===== src/rtl/evt_timer_pkg.sv =====
package evt_timer_pkg;
    parameter int CNT_W  = 32;
    parameter int ADDR_W = 8;

    localparam int BIT_RUN  = 0;
    localparam int BIT_MASK = 1;
    localparam int BIT_CLR  = 4;

    typedef enum logic [1:0] {
        ST_IDLE  = 2'd0,
        ST_RUN   = 2'd1,
        ST_FIRED = 2'd2
    } cd_state_t;
endpackage


===== src/rtl/evt_ctrl_regs.sv =====
module evt_ctrl_regs
    import evt_timer_pkg::*;
#(
    parameter int            AW       = ADDR_W,
    parameter int            DW       = CNT_W,
    parameter logic [AW-1:0] CTRL_ADR = 'h40,
    parameter logic [AW-1:0] CNT_ADR  = 'h44
) (
    input  logic          clk,
    input  logic          rst_n,
    input  logic          sel,
    input  logic          we,
    input  logic [AW-1:0] addr,
    input  logic [DW-1:0] wdata,
    output logic          run_en,
    output logic          mask_en,
    output logic          clr_req,
    output logic          load_req,
    output logic          ctrl_hit
);
    logic wr_ctrl;

    assign wr_ctrl  = sel && we && (addr == CTRL_ADR);
    assign ctrl_hit = (addr == CTRL_ADR);
    assign clr_req  = wr_ctrl && wdata[BIT_CLR] && wdata[BIT_RUN];
    assign load_req = sel && we && (addr == CNT_ADR);

    always_ff @(posedge clk or negedge rst_n) begin
        if (!rst_n) begin
            run_en  <= 1'b0;
            mask_en <= 1'b0;
        end else if (wr_ctrl) begin
            run_en  <= wdata[BIT_RUN];
            mask_en <= wdata[BIT_MASK];
        end
    end

    AST_CLR_NEEDS_RUN: assert property (@(posedge clk) disable iff (!rst_n)
        clr_req |=> run_en);
endmodule


===== src/rtl/evt_countdown.sv =====
module evt_countdown
    import evt_timer_pkg::*;
#(
    parameter int DW = CNT_W
) (
    input  logic          clk,
    input  logic          rst_n,
    input  logic          run_en,
    input  logic          load_req,
    input  logic [DW-1:0] load_val,
    input  logic          clr_req,
    input  logic          tick,
    output logic [DW-1:0] count,
    output logic          pending
);
    localparam logic [DW-1:0] ONE = DW'(1);

    cd_state_t     state_q, state_d;
    logic [DW-1:0] count_d;
    logic          pend_d;
    logic          do_load, do_step, last_step;

    always_ff @(posedge clk or negedge rst_n) begin
        if (!rst_n) begin
            state_q <= ST_IDLE;
            count   <= '0;
            pending <= 1'b0;
        end else begin
            state_q <= state_d;
            count   <= count_d;
            pending <= pend_d;
        end
    end

    always_comb begin
        do_load   = run_en && load_req;
        do_step   = run_en && !load_req && tick && (state_q == ST_RUN);
        last_step = do_step && (count == ONE);
        state_d   = state_q;
        count_d   = count;
        pend_d    = pending;
        if (last_step)    pend_d = 1'b1;
        else if (clr_req) pend_d = 1'b0;
        unique case (state_q)
            ST_IDLE: begin
                if (do_load) begin
                    count_d = load_val;
                    state_d = (load_val != '0) ? ST_RUN : ST_IDLE;
                end
            end
            ST_RUN: begin
                if (do_load) begin
                    count_d = load_val;
                    state_d = (load_val != '0) ? ST_RUN : ST_IDLE;
                end else if (do_step) begin
                    count_d = count - ONE;
                    if (last_step) state_d = ST_FIRED;
                end
            end
            ST_FIRED: begin
                if (do_load) begin
                    count_d = load_val;
                    state_d = (load_val != '0) ? ST_RUN : ST_IDLE;
                end else if (clr_req) begin
                    state_d = ST_IDLE;
                end
            end
            default: state_d = ST_IDLE;
        endcase
    end

    AST_LOAD_TAKES: assert property (@(posedge clk) disable iff (!rst_n)
        (run_en && load_req) |=> (count == $past(load_val)));
    AST_FROZEN_COUNT: assert property (@(posedge clk) disable iff (!rst_n)
        !run_en |=> $stable(count));
    AST_FROZEN_PEND: assert property (@(posedge clk) disable iff (!rst_n)
        (!run_en && !clr_req) |=> $stable(pending));
    AST_EXPIRE_SETS: assert property (@(posedge clk) disable iff (!rst_n)
        (run_en && !load_req && tick && state_q == ST_RUN && count == ONE)
        |=> (pending && count == '0));
    AST_FIRED_ZERO: assert property (@(posedge clk) disable iff (!rst_n)
        (state_q == ST_FIRED) |-> (count == '0));
endmodule


===== src/rtl/sys_event_timer.sv =====
module sys_event_timer
    import evt_timer_pkg::*;
#(
    parameter int AW = ADDR_W,
    parameter int DW = CNT_W
) (
    input  logic          clk,
    input  logic          rst_n,
    input  logic          bus_sel,
    input  logic          bus_we,
    input  logic [AW-1:0] bus_addr,
    input  logic [DW-1:0] bus_wdata,
    output logic [DW-1:0] bus_rdata,
    input  logic          tick,
    output logic          irq
);
    localparam logic [AW-1:0] CTRL_ADR = AW'('h40);
    localparam logic [AW-1:0] CNT_ADR  = AW'('h44);

    logic          run_en, mask_en, clr_req, load_req, ctrl_hit, pending;
    logic [DW-1:0] count;
    logic [DW-1:0] ctrl_word;

    evt_ctrl_regs #(.AW(AW), .DW(DW), .CTRL_ADR(CTRL_ADR), .CNT_ADR(CNT_ADR)) u_regs (
        .clk(clk), .rst_n(rst_n), .sel(bus_sel), .we(bus_we), .addr(bus_addr),
        .wdata(bus_wdata), .run_en(run_en), .mask_en(mask_en), .clr_req(clr_req),
        .load_req(load_req), .ctrl_hit(ctrl_hit)
    );

    evt_countdown #(.DW(DW)) u_cd (
        .clk(clk), .rst_n(rst_n), .run_en(run_en), .load_req(load_req),
        .load_val(bus_wdata), .clr_req(clr_req), .tick(tick),
        .count(count), .pending(pending)
    );

    always_comb begin
        ctrl_word           = '0;
        ctrl_word[BIT_RUN]  = run_en;
        ctrl_word[BIT_MASK] = mask_en;
        if (ctrl_hit)                bus_rdata = ctrl_word;
        else if (bus_addr == CNT_ADR) bus_rdata = count;
        else                          bus_rdata = '0;
    end

    assign irq = pending && mask_en;

    AST_IRQ_MASKED: assert property (@(posedge clk) disable iff (!rst_n)
        (bus_sel && bus_we && bus_addr == CTRL_ADR && !bus_wdata[BIT_MASK]) |=> !irq);
endmodule


===== config.mk =====
export PLATFORM = sky130hd
export DESIGN_NAME = sys_event_timer
export DESIGN_NICKNAME = d
export VERILOG_FILES = /design/src/rtl/evt_timer_pkg.sv /design/src/rtl/evt_ctrl_regs.sv /design/src/rtl/evt_countdown.sv /design/src/rtl/sys_event_timer.sv
export SDC_FILE = /design/constraint.sdc
export NUM_CORES = 1
export LEC_CHECK = 0
export CAP_MARGIN = 10
export CORE_UTILIZATION = 45
export CTS_CLUSTER_DIAMETER = 30
export DETAILED_ROUTE_END_ITERATION = 10
export PLACE_DENSITY = 0.73
export SYNTH_ARGS = -nofsm -noshare
export SYNTH_HDL_FRONTEND = slang
export SYNTH_HIERARCHICAL = 1
export SYNTH_SLANG_ARGS = --single-unit

===== constraint.sdc =====
create_clock -name clk -period 5.9 [get_ports clk]
set_input_delay 1.18 -clock clk [delete_from_list [all_inputs] [get_ports clk]]
set_output_delay 1.18 -clock clk [all_outputs]
set_load 0.05 [all_outputs]

### Word-level counts from Yosys, hierarchy flattened

Cells that the tools add are included.

| storage, ports and cells | value |
|---|---|
| logic and storage cells | 51 |
| output and inout port bits | 33 |
| input port bits | 45 |
| register bits | 37 |

| cells by class | value |
|---|---|
| multiplexer cells | 16 |
| reduce and logical (&&, ||, !) cells | 19 |
| equal/unequal tests | 10 |
| add/subtract/negate cells | 1 |

Operators with widths:

| kind | count |
|---|---|
| $mux W32 | 5 |
| $pmux W32 S2 | 1 |
| $eq A32 B1 Y1 const B | 1 |
| $reduce_bool A32 Y1 | 1 |
| $sub A32 B1 Y32 const B | 1 |
| $eq A8 B7 Y1 const B | 2 |
| $mux W2 | 6 |
| $logic_and A1 B1 Y1 | 11 |
| $ne A3 B1 Y1 const B | 2 |
| $pmux W2 S3 | 1 |
| $ne A2 B1 Y1 const B | 2 |
| $reduce_and A4 Y1 | 1 |
| $reduce_bool A2 Y1 | 2 |
| $mux W1 | 3 |
| $ne A3 B2 Y1 const B | 1 |
| $reduce_and A3 Y1 | 1 |
| $eq A2 B1 Y1 const B | 1 |
| $eq A2 B2 Y1 const B | 1 |
| $logic_not A2 Y1 | 1 |
| $reduce_or A2 Y1 | 1 |
| $logic_not A1 Y1 | 1 |

### Depth between registers and ports, before layout

| logic depth | value |
|---|---|
| depth after elaboration | 11 |
| mapped depth | 9 |
| depth with buffers taken out | 6 |

### By module

Netlist, hierarchy kept.

Modules (own cells, without submodules):

| module | times used | cells an instance | seq. area each (sq um) | area an instance (sq um) |
|---|---|---|---|---|
| evt_countdown | 1 | 312 | 875.8 | 2,561.2 |
| sys_event_timer | 1 | 81 | 0.0 | 645.6 |
| evt_ctrl_regs | 1 | 14 | 50.0 | 148.9 |

### Worst setup path after synthesis

No wires, ideal clock.

| timing path | value |
|---|---|
| path type | in2out |
| from | input bus_addr[7] |
| to | output bus_rdata[0] |
| setup slack | 1.215 ns |
| path buffers | 1 |
| required time | 4.720 ns |
| data arrival time | 3.505 ns |
| cell stages on the path | 3 |
| path through | or4b_1 -> buf_2 -> o41ai_1 |

| on the way | value |
|---|---|
| word-level cells in the longest chain between the ends | 3 |
| elaborated cells on any way between the ends | 4 |
| those cells by class | 2 x eq/ne; 2 x mux |

Ends and longest elaborated chain:

| element | RTL line | source |
|---|---|---|
| start, declared | sys_event_timer.sv:11 | `input logic [AW-1:0] bus_addr,` |
| $eq A8 B7 Y1 | sys_event_timer.sv:41 | `else if (bus_addr == CNT_ADR) bus_rdata = count;` |
| $mux W32 | sys_event_timer.sv:41 |  |
| $mux W32 * | sys_event_timer.sv:40 | `if (ctrl_hit) bus_rdata = ctrl_word;` |
| end, declared | sys_event_timer.sv:13 | `output logic [DW-1:0] bus_rdata,` |

Every way passes the cells marked *; elsewhere a longest branch is shown, timed or not.

### Final worst setup path

| timing path | value |
|---|---|
| from | input bus_addr[2] |
| to | output bus_rdata[0] |

The elaborated chain is that of the path after synthesis.

==> results.json <==
{
  "status": "completed",
  "pwr-share-comb_pct": 19.4,
  "cellPowerDensity_nw_per_um2": 147,
  "io_pins": 78,
  "num-fill-cells": 675,
  "port_buffers": 77,
  "cp-start-kind": "input pin",
  "setup_viol": 0,
  "hold_viol": 0,
  "ir_worst_vdd_uv": 75.3,
  "wire_per_inst_um": 18.7,
  "synth_seq_cells": 37,
  "final_cells": 566,
  "grt_max_degree": 43,
  "p_seq_share_pct": 42.6,
  "totalWireLength_mm": 10.6,
  "die_h_um": 88.4,
  "synth.top_cell.area_share_pct": 27.6,
  "placed_cells": 558,
  "place_ws_ns": 0.818,
  "cts_tree": "yes",
  "core_region_area_um2": 7210,
  "maxSlewHeadroom_pct": 23.7,
  "netlist-cell-type-count": 56,
  "syn-num-nets": 454,
  "drive_gt1_share_pct": 14.6,
  "fin_crit_sh_pct": 86.3,
  "async_reset_ff_share_pct": 100,
  "maxCapViolations": 0,
  "max_freq_mhz": 196,
  "cts_root_buf": "clkbuf_8",
  "drt-initial-drc-count": 405,
  "netSwitchingPower_mw": 0.182,
  "viasPerCell": 6.44,
  "clock_skew_ns": 0.00979,
  "placed_area_um2": 4170,
  "avgSynthCellArea_um2": 8.25,
  "grt_pass1_vias": 3380,
  "leakagePower_nw": 1.39,
  "path_max_fanout": 32,
  "start_util_pct": 46.5,
  "r2r_slack_ns": 2.71,
  "antenna_found_initial": 0,
  "syn_area_um2": 3360,
  "cts_hold_buf": 0,
  "insertion_delay_ns": 0.30,
  "fin_crit_ns": 5.09,
  "clockBufferDepth": 2,
  "netlist_top_cells_count": "37 x dfrtp_1, 37 x inv_1, 30 x nor4_2",
  "finalWorstSetupSlack_ns": 0.807,
  "internal_power_mw": 0.450,
  "vias": 3644,
  "grt_first_pass_wirelength_mm": 16.7,
  "area_growth_pct": 27.7,
  "syn_inst": 407,
  "ys_seq_area_share_pct": 27.6,
  "yosysWarnings": 6,
  "path_clk_slew_ns": 0.08,
  "drtPass1Iterations": 5,
  "endpoint_kind": "output port",
  "drcViolationCount": 0,
  "grt-ovfl-total": 0,
  "cts_max_level": 2,
  "track_usage_pct": 27.7,
  "clkPwrFrac_pct": 38.0,
  "rsz0062_at_grt": "no",
  "dp_hpwl_mm": 7.49,
  "hold_ws_ns": 0.540,
  "nets": 513,
  "utilization_pct": 59.4,
  "cts_sinks": 37,
  "fin_total_pwr_mw": 0.632,
  "dieArea_um2": 7810,
  "design_area_um2": 4290,
  "arrival_ns": 3.91,
  "hold_path.class": "reg2reg",
  "tns_ns": 0,
  "cts_buffers": 5,
  "num_rows": 31,
  "die_w_um": 88.4,
  "crit_required_ns": 4.72,
  "report.final.slew_viol_count": 0,
  "post_cts_buffers": 0,
  "synth_edf_count": 0,
  "synth_area_leader_cell": "dfrtp_1",
  "synthTopCellsByArea": "dfrtp_1 28%, nor4_2 11%, inv_1 4.1%, nor4_4 3.8%, nor4_1 3.5%",
  "antenna_left": 0,
  "antennaDiodeCount": 0,
  "synth_ff_type": "dfrtp_1",
  "tightest_slew_ns": 1.14,
  "swShare_pct": 28.8,
  "finalWeightedCongestion": 0.894,
  "ctsResizeCount": 0,
  "crit_type": "in2out"
}
-- registers in the layout (all words and copies together) (netlist names) --
signal          flops
u_regs/run_en       1
u_cd/pending        1
u_cd/state_q        2
u_regs/mask_en      1
u_cd/count         32
-- worst paths after layout --
| path | startpoint | endpoint | cells after the start |
|---|---|---|---|
| max in group asynchronous | rst_n | u_cd/count[24] | 2 |
| max | bus_addr[2] | bus_rdata[0] | 5 |
| min in group asynchronous | rst_n | u_cd/count[15] | 2 |
| min reg2reg | u_regs/mask_en | u_regs/mask_en | 1 |
| min | u_regs/mask_en | u_regs/mask_en | 1 |
| max reg2reg | u_cd/count[0] | u_cd/count[26] | 6 |
-- cell type report --
| class | instances | area [um^2] | area share [%] |
|---|---|---|---|
| sequential | 37 | 926 | 21.6 |
| timing repair buffer | 84 | 836 | 19.5 |
| multi-input combinational | 301 | 2140 | 50.0 |
| clock buffer | 6 | 82.6 | 1.93 |
| tap | 99 | 124 | 2.89 |
| inverter | 37 | 139 | 3.24 |
| clock inverter | 2 | 37.5 | 0.876 |
-- placed cells by master (no fill, tap or decap), drive strengths merged, types with 6 or more instances in the layout --
cell and count:
clkdlybuf4s50 77, nor4 55, inv 37, dfrtp 37, nand2 29, nor2 21
o21ai 20, nand4 18, nand3 17, a21oi 17, nor3 17, or4 11
or3 10, o211ai 10, buf 7, clkbuf 6, o22ai 6
-- critical path: stages --
cell	delay, ns
clkdlybuf4s50_1	0.55
or4b_2	0.61
buf_4	0.31
o41ai_1	0.38
clkdlybuf4s50_1	0.87
-- power groups by stage --
| stage | Clock [mW] | Combinational [mW] | Sequential (mW) |
|---|---|---|---|
| finish | 0.240 | 0.123 | 0.269 |
| global route | 0.251 | 0.133 | 0.271 |
| CTS | 0.244 | 0.121 | 0.269 |
| detailed placement | 0 | 0.120 | 0.274 |
| global placement | 0 | 0.118 | 0.274 |
| floorplan | 0 | 0.0642 | 0.271 |
-- layer usage --
layer | vias up | share of wire [%] | GRT usage (%)
met4 | 0 | 2.1 | 7.92
met2 | 187 | 47 | 45.6
met3 | 25 | 7.5 | 4.57
met5 | - | 0 | 0
met1 | 1750 | 43 | 37.6
li1 | 1682 | - | -
-- cell families after synthesis --
family	after synthesis	synth area share, %
multiplexers	2	0.671
buffers and inverters	69	8.91
AND/OR/NAND/NOR	205	43.4
adder cells (fa/ha/maj)	2	0.746
AO/OA/AOI/OAI	92	18.6
flip-flops	37	27.6
No activity file was read; power rests on OpenSTA's default activity.
